$ cat src/rtl/fr_pw_pkg.sv
package fr_pw_pkg;

  localparam int LBL_W  = 20;
  localparam int WORD_W = 32;

  typedef struct packed {
    logic cr;
    logic de;
    logic fecn;
    logic becn;
    logic police;
  } fr_flags_t;

  typedef enum logic [1:0] {
    EM_IDLE = 2'd0,
    EM_HDR  = 2'd1,
    EM_PAY  = 2'd2
  } emit_state_t;

  // One MPLS stack entry: label, class, bottom flag, hop limit.
  function automatic logic [WORD_W-1:0] mk_label(
    input logic [LBL_W-1:0] lbl,
    input logic [2:0]       exp_cls,
    input logic             bos,
    input logic [7:0]       ttl
  );
    return {lbl, exp_cls, bos, ttl};
  endfunction

  // Length field: payload count for short packets, else zero.
  function automatic logic [5:0] len_field(
    input logic [15:0] plen,
    input int          min_pkt
  );
    if ((int'(plen) + 4) < min_pkt) return plen[5:0];
    return 6'd0;
  endfunction

  // Discard flag may be raised by policing but never dropped.
  function automatic logic d_flag(
    input fr_flags_t f,
    input logic      pol_en
  );
    return f.de | (f.police & pol_en);
  endfunction

  function automatic logic [WORD_W-1:0] mk_cw(
    input fr_flags_t   f,
    input logic        pol_en,
    input logic [5:0]  len,
    input logic [15:0] seq
  );
    return {4'b0000, f.fecn, f.becn, d_flag(f, pol_en), f.cr, 2'b00, len, seq};
  endfunction

endpackage

$ cat src/rtl/fr_pw_seq.sv
module fr_pw_seq #(
  parameter int SEQ_W = 16
) (
  input  logic             clk,
  input  logic             rst_n,
  input  logic             adv,
  output logic [SEQ_W-1:0] seq_q
);

  localparam logic [SEQ_W-1:0] SEQ_TOP = {SEQ_W{1'b1}};
  localparam logic [SEQ_W-1:0] SEQ_ONE = SEQ_W'(1);

  logic [SEQ_W-1:0] seq_d;

  always_comb begin
    seq_d = seq_q;
    if (adv) seq_d = (seq_q == SEQ_TOP) ? SEQ_ONE : seq_q + SEQ_ONE;
  end

  always_ff @(posedge clk) begin
    if (!rst_n) seq_q <= SEQ_ONE;
    else        seq_q <= seq_d;
  end


  seq_nonzero_chk: assert property (@(posedge clk) disable iff (!rst_n)
    seq_q != '0);


  seq_step_chk: assert property (@(posedge clk) disable iff (!rst_n)
    adv |=> ((seq_q == $past(seq_q) + SEQ_ONE) ||
             (($past(seq_q) == SEQ_TOP) && (seq_q == SEQ_ONE))));


  seq_hold_chk: assert property (@(posedge clk) disable iff (!rst_n)
    !adv |=> $stable(seq_q));

endmodule

$ cat src/rtl/fr_pw_hdr_build.sv
module fr_pw_hdr_build
  import fr_pw_pkg::*;
#(
  parameter int NUM_OUTER = 1,
  parameter int SEQ_W     = 16,
  parameter int MIN_PKT   = 64,
  parameter int HDR_BITS  = (NUM_OUTER + 2) * 32
) (
  input  logic                      clk,
  input  logic                      rst_n,
  input  logic                      load,
  input  fr_flags_t                 flags,
  input  logic [15:0]               plen,
  input  logic                      cfg_police_en,
  input  logic                      cfg_seq_en,
  input  logic [2:0]                cfg_exp,
  input  logic [7:0]                cfg_ttl,
  input  logic [LBL_W-1:0]          cfg_pw_label,
  input  logic [NUM_OUTER*LBL_W-1:0] cfg_outer_labels,
  input  logic [SEQ_W-1:0]          seq_val,
  output logic [HDR_BITS-1:0]       hdr_q
);

  localparam int HDR_WORDS = NUM_OUTER + 2;
  localparam int PW_LSB    = (HDR_WORDS - 1 - NUM_OUTER) * WORD_W;

  logic [HDR_BITS-1:0] hdr_d;
  logic [15:0]         seq16;

  always_comb begin
    seq16 = '0;
    if (cfg_seq_en) seq16[SEQ_W-1:0] = seq_val;
  end

  for (genvar k = 0; k < NUM_OUTER; k++) begin : g_outer
    localparam int LSB = (HDR_WORDS - 1 - k) * WORD_W;
    assign hdr_d[LSB +: WORD_W] =
      mk_label(cfg_outer_labels[k*LBL_W +: LBL_W], cfg_exp, 1'b0, cfg_ttl);


    outer_bos_chk: assert property (@(posedge clk) disable iff (!rst_n)
      load |=> !hdr_q[LSB + 8]);
  end

  assign hdr_d[PW_LSB +: WORD_W] = mk_label(cfg_pw_label, cfg_exp, 1'b1, cfg_ttl);
  assign hdr_d[WORD_W-1:0]       = mk_cw(flags, cfg_police_en,
                                         len_field(plen, MIN_PKT), seq16);

  always_ff @(posedge clk) begin
    if (!rst_n)    hdr_q <= '0;
    else if (load) hdr_q <= hdr_d;
  end

  for (genvar k = 0; k <= NUM_OUTER; k++) begin : g_exp
    localparam int LSB = (HDR_WORDS - 1 - k) * WORD_W;

    stack_exp_chk: assert property (@(posedge clk) disable iff (!rst_n)
      load |=> (hdr_q[LSB + 9 +: 3] == $past(cfg_exp)));
  end


  pw_bos_chk: assert property (@(posedge clk) disable iff (!rst_n)
    load |=> hdr_q[PW_LSB + 8]);


  discard_kept_chk: assert property (@(posedge clk) disable iff (!rst_n)
    (load && flags.de) |=> hdr_q[25]);


  long_len_chk: assert property (@(posedge clk) disable iff (!rst_n)
    (load && ((int'(plen) + 4) >= MIN_PKT)) |=> (hdr_q[21:16] == 6'd0));

endmodule

$ cat src/rtl/fr_pw_emit.sv
module fr_pw_emit
  import fr_pw_pkg::*;
#(
  parameter int HDR_BYTES = 12
) (
  input  logic                   clk,
  input  logic                   rst_n,
  input  logic [HDR_BYTES*8-1:0] hdr_q,
  input  logic                   in_valid,
  output logic                   in_ready,
  input  logic [7:0]             in_data,
  input  logic                   in_last,
  output logic                   out_valid,
  input  logic                   out_ready,
  output logic [7:0]             out_data,
  output logic                   out_last,
  output logic                   start
);

  localparam int IDX_W = (HDR_BYTES > 1) ? $clog2(HDR_BYTES) : 1;
  localparam logic [IDX_W-1:0] IDX_LAST = IDX_W'(HDR_BYTES - 1);

  emit_state_t      state_q;
  logic [IDX_W-1:0] idx_q;
  logic [7:0]       hdr_byte;
  logic             hdr_beat;
  logic             hdr_done;
  logic             pay_end;

  assign hdr_byte = hdr_q[(HDR_BYTES - 1 - int'(idx_q)) * 8 +: 8];

  assign start    = (state_q == EM_IDLE) && in_valid;
  assign hdr_beat = (state_q == EM_HDR) && out_ready;
  assign hdr_done = hdr_beat && (idx_q == IDX_LAST);
  assign pay_end  = (state_q == EM_PAY) && in_valid && out_ready && in_last;

  always_comb begin
    out_valid = 1'b0;
    out_data  = 8'd0;
    out_last  = 1'b0;
    in_ready  = 1'b0;
    case (state_q)
      EM_HDR: begin
        out_valid = 1'b1;
        out_data  = hdr_byte;
      end
      EM_PAY: begin
        out_valid = in_valid;
        out_data  = in_data;
        out_last  = in_last;
        in_ready  = out_ready;
      end
      default: ;
    endcase
  end

  always_ff @(posedge clk) begin
    if (!rst_n) begin
      state_q <= EM_IDLE;
      idx_q   <= '0;
    end else begin
      case (state_q)
        EM_IDLE: if (start) begin
          state_q <= EM_HDR;
          idx_q   <= '0;
        end
        EM_HDR: if (hdr_done) begin
          state_q <= EM_PAY;
          idx_q   <= '0;
        end else if (hdr_beat) begin
          idx_q <= idx_q + 1'b1;
        end
        EM_PAY: if (pay_end) state_q <= EM_IDLE;
        default: state_q <= EM_IDLE;
      endcase
    end
  end


  hdr_stall_chk: assert property (@(posedge clk) disable iff (!rst_n)
    ((state_q == EM_HDR) && !out_ready) |=> (out_valid && $stable(out_data)));


  hdr_gate_chk: assert property (@(posedge clk) disable iff (!rst_n)
    start |=> !in_ready);


  pkt_gap_chk: assert property (@(posedge clk) disable iff (!rst_n)
    pay_end |=> !out_valid);


  hdr_to_pay_chk: assert property (@(posedge clk) disable iff (!rst_n)
    hdr_done |=> (state_q == EM_PAY));

endmodule

$ cat src/rtl/fr_pw_encap.sv
module fr_pw_encap
  import fr_pw_pkg::*;
#(
  parameter int NUM_OUTER = 1,
  parameter int SEQ_W     = 16,
  parameter int MIN_PKT   = 64
) (
  input  logic                       clk,
  input  logic                       rst_n,
  input  logic                       cfg_seq_en,
  input  logic                       cfg_police_en,
  input  logic [2:0]                 cfg_exp,
  input  logic [7:0]                 cfg_ttl,
  input  logic [19:0]                cfg_pw_label,
  input  logic [NUM_OUTER*20-1:0]    cfg_outer_labels,
  input  logic                       in_valid,
  output logic                       in_ready,
  input  logic [7:0]                 in_data,
  input  logic                       in_last,
  input  logic [15:0]                in_len,
  input  logic                       in_cr,
  input  logic                       in_de,
  input  logic                       in_fecn,
  input  logic                       in_becn,
  input  logic                       in_police,
  output logic                       out_valid,
  input  logic                       out_ready,
  output logic [7:0]                 out_data,
  output logic                       out_last
);

  localparam int HDR_WORDS = NUM_OUTER + 2;
  localparam int HDR_BYTES = HDR_WORDS * 4;
  localparam int HDR_BITS  = HDR_WORDS * 32;

  fr_flags_t          flags;
  logic               start;
  logic               seq_adv;
  logic [SEQ_W-1:0]   seq_val;
  logic [HDR_BITS-1:0] hdr_q;

  assign flags   = '{cr: in_cr, de: in_de, fecn: in_fecn, becn: in_becn,
                     police: in_police};
  assign seq_adv = start && cfg_seq_en;

  fr_pw_seq #(.SEQ_W(SEQ_W)) i_seq (
    .clk   (clk),
    .rst_n (rst_n),
    .adv   (seq_adv),
    .seq_q (seq_val)
  );

  fr_pw_hdr_build #(
    .NUM_OUTER (NUM_OUTER),
    .SEQ_W     (SEQ_W),
    .MIN_PKT   (MIN_PKT),
    .HDR_BITS  (HDR_BITS)
  ) i_hdr (
    .clk              (clk),
    .rst_n            (rst_n),
    .load             (start),
    .flags            (flags),
    .plen             (in_len),
    .cfg_police_en    (cfg_police_en),
    .cfg_seq_en       (cfg_seq_en),
    .cfg_exp          (cfg_exp),
    .cfg_ttl          (cfg_ttl),
    .cfg_pw_label     (cfg_pw_label),
    .cfg_outer_labels (cfg_outer_labels),
    .seq_val          (seq_val),
    .hdr_q            (hdr_q)
  );

  fr_pw_emit #(.HDR_BYTES(HDR_BYTES)) i_emit (
    .clk       (clk),
    .rst_n     (rst_n),
    .hdr_q     (hdr_q),
    .in_valid  (in_valid),
    .in_ready  (in_ready),
    .in_data   (in_data),
    .in_last   (in_last),
    .out_valid (out_valid),
    .out_ready (out_ready),
    .out_data  (out_data),
    .out_last  (out_last),
    .start     (start)
  );

endmodule

$ cat config.mk
export PLATFORM = sky130hd
export DESIGN_NAME = fr_pw_encap
export DESIGN_NICKNAME = d
export VERILOG_FILES = /design/src/rtl/fr_pw_pkg.sv /design/src/rtl/fr_pw_seq.sv /design/src/rtl/fr_pw_hdr_build.sv /design/src/rtl/fr_pw_emit.sv /design/src/rtl/fr_pw_encap.sv
export SDC_FILE = /design/constraint.sdc
export NUM_CORES = 1
export LEC_CHECK = 0
export ABC_AREA = 1
export BUFFER_PORTS_ARGS = -buffer_cell sky130_fd_sc_hd__buf_2
export CAP_MARGIN = 0
export CORE_AREA = 2 2 130 132
export CTS_CLUSTER_DIAMETER = 60
export DETAILED_ROUTE_END_ITERATION = 16
export DIE_AREA = 0 0 132 134
export PLACE_DENSITY = 0.51
export SKIP_LAST_GASP = 1
export SLEW_MARGIN = 10
export SYNTH_ARGS = -nofsm -noshare
export SYNTH_HDL_FRONTEND = slang
export SYNTH_SLANG_ARGS = --single-unit
$ cat constraint.sdc
create_clock -name clk -period 5.5 [get_ports clk]
set_clock_uncertainty 0.2 [all_clocks]
set_input_delay 0 -clock clk [delete_from_list [all_inputs] [get_ports clk]]
set_output_delay 0 -clock clk [all_outputs]
set_load 0.01 [all_outputs]
==> results by group, run 1 <==
CTS
  • CTS tree: done
  • Clock tree buffer depth: 2
  • Clock buffer count from CTS: 9
  • Root buffer cell: clkbuf_16
  • Clock transition at path regs: 0.06 ns
  • Clock latency on the worst-skew pair: 0.35 ns
  • Htree depth: 3
  • Clock Sinks: 100

Power
  • Power, Total: 2.41 mW
  • Comb pwr share: 33.4%
  • Sw frac: 36.7%
  • LEAKAGE: 2.82 nW
  • Clk pwr share: 27.0%
  • Total internal power: 1.53 mW
  • Pwr Density: 362 nW/um^2
  • VDD IR max: 0.183 mV
  • Flop pwr share: 39.6%
  • P_sw: 0.885 mW

Final layout
  • Area grow syn2layout: 34.4%
  • Fin cells: 1138
  • Nets: 1008
  • Antenna Cells: 0
  • Post-layout instance area: 6670 sq um
  • Layout cells sized above 1: 14.2%
  • Layout Utilization: 40.9%

Detailed routing
  • Routed WL: 15500 um
  • Routed length per instance: 13.7 um
  • Final ANT Viol Nets: 0
  • Post-DR vias/cell: 4.61
  • Vias: 5246
  • Starting DRT DRC Count: 263
  • Detailed Routing Iterations Pass 1: 5
  • DRC viols: 0

Global route
  • First-pass GRT wire length: 25600 um
  • Antenna violations before repair: 0
  • Largest net degree at the start of global routing: 61
  • GRT Resource Usage Total: 18.1%
  • Vias in the first global route: 5199
  • Grt total ovfl: 0

Worst setup path
  • Critical path type: reg -> reg
  • CP Launch Type: register
  • Required time worst endpoint: 5.59 ns
  • Arrival time worst endpoint: 3.43 ns
  • CP Capture Type: register
  • Crit Path Max Fanout: 56
  • Reg2reg path depth: 9

Yosys
  • Post-synth top area share: 40.4%
  • Main area contributors after synthesis: dfxtp_1 (40%), nor2_1 (13%), nand2_1 (13%), o21ai_0 (7.8%), a21oi_1 (5.1%)
  • Synth unique cells: 32
  • Mapped Nets: 855
  • Synth warnings: 0
  • Mean Syn Cell Area: 6.52 sq um
  • Yosys reg bits: 100
  • Synth area leader: dfxtp_1
  • Seq/Total Area, Yosys: 40.4%
  • Synthesized cell area: 4960 sq um
  • Synth Instances: 761

STA
  • Slew @ Worst Pin: 0.973 ns
  • Fin crit share: 60.7%
  • Final Max Slew Viols: 0
  • Setup violators final: 0
  • Hold WS: 0.130 ns
  • Relative slew slack: 34.7%
  • Final Hold Viols: 0
  • Setup TNS: 0 ns
  • F_max: 299 MHz
  • Crit path time final: 3.34 ns
  • RSZ-0062 raised after global routing: false
  • Post-route worst setup slack: 2.16 ns

Placement
  • Place WS: 2.68 ns
  • Detailed placement HPWL: 10800 um
  • Inst Count DP: 1047
  • # port buffers: 97
  • Placed inst area: 5600 sq um
  • Routability cong.: 0.882

Flow run
  • Max Cap Viol: 0

Floorplan
  • Row Count: 47
  • Die area: 17700 sq um
  • Die Wd: 132 um
  • Core area: 16300 sq um
  • Ports: 98
  • Height of the die: 134 um
  • Initial Util: 30.4%

Outcome
  • Status: complete, no violations

Worst hold path
  • Hold Crit Class: in -> out
  • Hold Path Stages: 4
-- what timing repair did --
action / CTS / global route
setup buffers: 0 / 0
hold endpoints to repair: 68 / 0
gates resized for setup: 0 / 0
hold buffers: 76 / 0
-- state kept, by name, summed over array words and instances (netlist names) --
signal          cells
i_hdr.hdr_q        78
i_emit.state_q      2
i_emit.idx_q        4
i_seq.seq_q        16
-- critical path, cell delays in order (launching register included) --
cell and delay [ns]:
dfxtp_1 0.31, inv_1 0.09, ha_1 0.20, nand2_2 0.36, inv_2 0.20, buf_4 0.49, nand3_1 0.12, dlygate4sd3_1 0.58
a21oi_1 0.14, dlygate4sd3_1 0.58
-- power groups by stage --
stage | registers, mW | logic, mW | clock network (mW)
finish | 0.956 | 0.805 | 0.652
global route | 0.971 | 0.929 | 0.696
CTS | 0.955 | 0.813 | 0.670
detailed placement | 0.970 | 0.765 | 0
global placement | 0.968 | 0.768 | 0
floorplan | 0.931 | 0.560 | 0
-- worst paths after layout --
path,to,slack [ns],start
worst max-delay path,i_emit.state_q[0],2.16,i_emit.state_q[1]
worst min register to register,i_hdr.hdr_q[5],0.26,i_hdr.hdr_q[5]
worst min-delay path,out_data[5],0.13,in_data[5]
worst max register to register,i_emit.state_q[0],2.16,i_emit.state_q[1]
-- placed cells by master (no fill, tap or decap), types with 4 or more instances in the layout --
cell type,instances
inv_1,44
xor2_1,7
nand3_1,43
xnor2_1,4
ha_1,7
nand4_1,7
nor2_1,175
buf_4,4
a21oi_1,51
nor2_2,4
buf_2,97
dfxtp_1,100
nand2_1,174
dlygate4sd3_1,76
o21ai_0,77
o22ai_1,4
clkbuf_16,9
-- cell families after synthesis --
family / after synthesis / share of synthesized area, %
AO/OA/AOI/OAI: 143 / 15.0
XOR/XNOR: 11 / 1.94
adder cells (fa/ha/maj): 7 / 1.77
buffers and inverters: 86 / 6.86
flip-flops: 100 / 40.4
AND/OR/NAND/NOR: 414 / 34.0
-- cell usage after synthesis --
library cell	n
a211oi_1	3
a21oi_1	51
a22oi_1	3
and3_1	1
buf_1	4
buf_2	13
clkbuf_1	18
clkinv_1	3
clkinv_2	1
dfxtp_1	100
ha_1	7
inv_1	44
inv_2	3
nand2_1	174
nand2_2	2
nand2_4	1
nand3_1	43
nand4_1	7
nor2_1	175
nor2_2	4
nor3_1	2
nor3_2	3
nor3_4	1
o211ai_1	2
o21a_1	1
o21ai_0	77
o21ai_1	1
o22ai_1	4
o31ai_1	1
or2_2	1
xnor2_1	4
xor2_1	7
-- layer usage --
| metal | share of wire (%) | global-route usage [%] | vias up |
|---|---|---|---|
| met4 | 0.93 | 3.74 | 0 |
| li1 | - | - | 2756 |
| met1 | 46 | 22.7 | 2346 |
| met2 | 48 | 31.3 | 134 |
| met5 | 0 | 0 | - |
| met3 | 5.3 | 4.69 | 10 |
-- cell type report --
cell class | instances | area, sq um
Clock buffer | 14 | 274
Clock inverter | 1 | 30.0
Fill cell | 1763 | 9620
Sequential cell | 100 | 2000
Timing Repair Buffer | 177 | 1280
Multi-Input combinational cell | 575 | 2620
Inverter | 51 | 193
Tap cell | 220 | 275
Power figures use the tool's default switching activity.
==> inputs of run 2 (changes only) <==
==> constraint.sdc (replaced) <==
create_clock -name clk -period 3.5 [get_ports clk]
set_clock_uncertainty 0.2 [all_clocks]
set_input_delay 0 -clock clk [delete_from_list [all_inputs] [get_ports clk]]
set_output_delay 0 -clock clk [all_outputs]
set_load 0.01 [all_outputs]
==> run 2 against run 1 <==
Against the previous run: flip-flop and latch count stayed put; clock power grew 61%; count of clock-buffer cells in the layout shrank 5; combinational power up 64%; highest routed layer unchanged.
==> results by group, run 2 (synthesized netlist as in run 1, its figures left out) <==
Detailed routing
  • Routed length per instance: 14.0 um
  • Detailed Routing Iterations Pass 1: 4
  • Post-DR vias/cell: 4.61
  • Vias: 5252
  • Final ANT Viol Nets: 0
  • DRC viols: 0
  • Starting DRT DRC Count: 244
  • Routed WL: 16000 um

Floorplan
  • Die Wd: 132 um
  • Initial Util: 30.4%
  • Die area: 17700 sq um
  • Core area: 16300 sq um
  • Height of the die: 134 um
  • Ports: 98
  • Row Count: 47

Worst setup path
  • CP Capture Type: output pin
  • Reg2reg path depth: 9
  • R2R setup slack: 0.38 ns
  • Critical path type: reg -> out
  • CP Launch Type: register
  • FF-to-FF Start: i_emit.state_q[1]
  • Crit Reg-Reg Endpoint: i_emit.state_q[0]
  • Crit Path Max Fanout: 10
  • Required time worst endpoint: 3.30 ns
  • Arrival time worst endpoint: 3.02 ns

CTS
  • Clock buffer count from CTS: 9
  • CTS tree: done
  • Clock transition at path regs: 0.07 ns
  • Root buffer cell: clkbuf_16
  • Htree depth: 3
  • Clock latency on the worst-skew pair: 0.34 ns
  • Clock tree buffer depth: 2
  • Clock Sinks: 100

Final layout
  • Fin cells: 1140
  • Register area: 2000 sq um
  • Top flop regs: i_hdr.hdr_q: 78 flops, i_seq.seq_q: 16 flops, i_emit.idx_q: 4 flops
  • Max FFs per register: 78
  • Final-layout fill cell count: 1778
  • Most frequent cells in the layout: nor2_1 (175), nand2_1 (174), dfxtp_1 (100)
  • Layout cells sized above 1: 14.7%
  • Biggest register: i_hdr.hdr_q
  • Nets: 1009
  • Area grow syn2layout: 34.9%
  • Most common cell after layout, fill and taps aside: nor2_1
  • Antenna Cells: 0
  • Multi-input gate area: 2620 sq um

STA
  • Relative slew slack: 49.3%
  • Final Hold Viols: 0
  • Crit path time final: 3.22 ns
  • Fin crit share: 92.1%
  • Slew @ Worst Pin: 0.756 ns
  • F_max: 310 MHz
  • Setup TNS: 0 ns
  • RSZ-0062 raised after global routing: false
  • Setup violators final: 0
  • Final Max Slew Viols: 0

Placement
  • Detailed placement HPWL: 11100 um
  • Routability cong.: 0.893
  • Inst Count DP: 1049
  • # port buffers: 97

Global route
  • Largest net degree at the start of global routing: 60
  • First-pass GRT wire length: 26100 um
  • Grt total ovfl: 0
  • Vias in the first global route: 5192
  • Antenna violations before repair: 0
  • GRT Resource Usage Total: 18.5%

Power
  • LEAKAGE: 2.84 nW
  • Sw frac: 37.2%
  • Clk pwr share: 27.3%
  • Flop pwr share: 38.6%
  • P_sw: 1.44 mW
  • Total internal power: 2.42 mW
  • VDD IR max: 0.266 mV
  • Comb pwr share: 34.1%
  • Pwr Density: 577 nW/um^2

Worst hold path
  • Worst Hold Launch: rst_n
  • WHS Endpoint: i_seq.seq_q[0]
  • Hold Path Stages: 3
  • Hold Crit Class: in -> reg

Flow run
  • Max Cap Viol: 0

Outcome
  • Status: complete, no violations
## run 2: cell types whose count changed in the layout (fill, tap and decap cells not counted)
cell,delta
buf_4,+1
buf_6,+1
bufinv_16,+1
clkbuf_1,-2
clkbuf_8,-3
clkinv_2,+3
clkinv_4,+1
clkinvlp_4,+1
dlygate4sd3_1,-1
## run 2: through the flow
step	area, sq um	util, %	setup slack, ns	total power [mW]	hold WS [ns]
final	6690	41.1	0.275	3.86	0.0508
after global routing	6690	41.1	0.0235	4.15	0.0531
after CTS	6680	41.0	0.213	3.89	0.0240
after detailed placement	5620	34.5	0.669	2.76	0.0612
after global placement	5620	34.5	0.704	2.77	0.0550
after floorplan	4960	-	1.30	2.34	-0.102
## run 2: final cells by class
class                   instances  share of cell area, %
clock buffers                   9                   3.37
well taps                     220                   4.12
clock inverters                 7                   1.37
multi-input cells             575                   39.1
repair buffers                178                   19.2
flip-flops and latches        100                   29.9
inverters                      51                   2.88
## run 2: worst max-delay path by stage
stage,startpoint,end,depth (start not counted)
after CTS,i_emit.state_q[1],i_emit.state_q[0],9
after global routing,i_emit.idx_q[2],out_data[2],10
after detailed placement,i_emit.idx_q[2],out_data[1],10
final,i_emit.idx_q[2],out_data[3],10
after global placement,i_emit.idx_q[2],out_data[3],10
after floorplan,i_emit.idx_q[2],out_data[3],11
## run 2: critical path: stages (launching register included)
cell	delay, ns
dfxtp_1	0.55
clkinv_1	0.32
ha_1	0.50
nor2_2	0.37
nor2_1	0.16
nand3_1	0.11
nand3_1	0.06
a21oi_1	0.15
a22oi_1	0.08
nor2_1	0.20
buf_2	0.18
## run 2: repair_timing
action	4_1_cts	5_1_grt
hold buffers	75	0
endpoints found under the hold margin	68	0
resized for setup	0	1
setup buffers	0	0
endpoints found under the setup margin	0	1
## run 2: metal layers
metal / wire [um] / up-vias / GRT usage, %
li1: - / 2751 / -
met1: 7680 / 2364 / 24.5
met2: 7350 / 119 / 30.6
met3: 695 / 18 / 4.01
met4: 268 / 0 / 4.77
met5: 0 / - / 0
## run 2: power by group through the flow
stage	logic, mW	clock network, mW	registers [mW]
global route	1.49	1.14	1.52
CTS	1.32	1.08	1.49
floorplan	0.881	0	1.46
finish	1.32	1.05	1.49
global placement	1.26	0	1.51
detailed placement	1.25	0	1.51
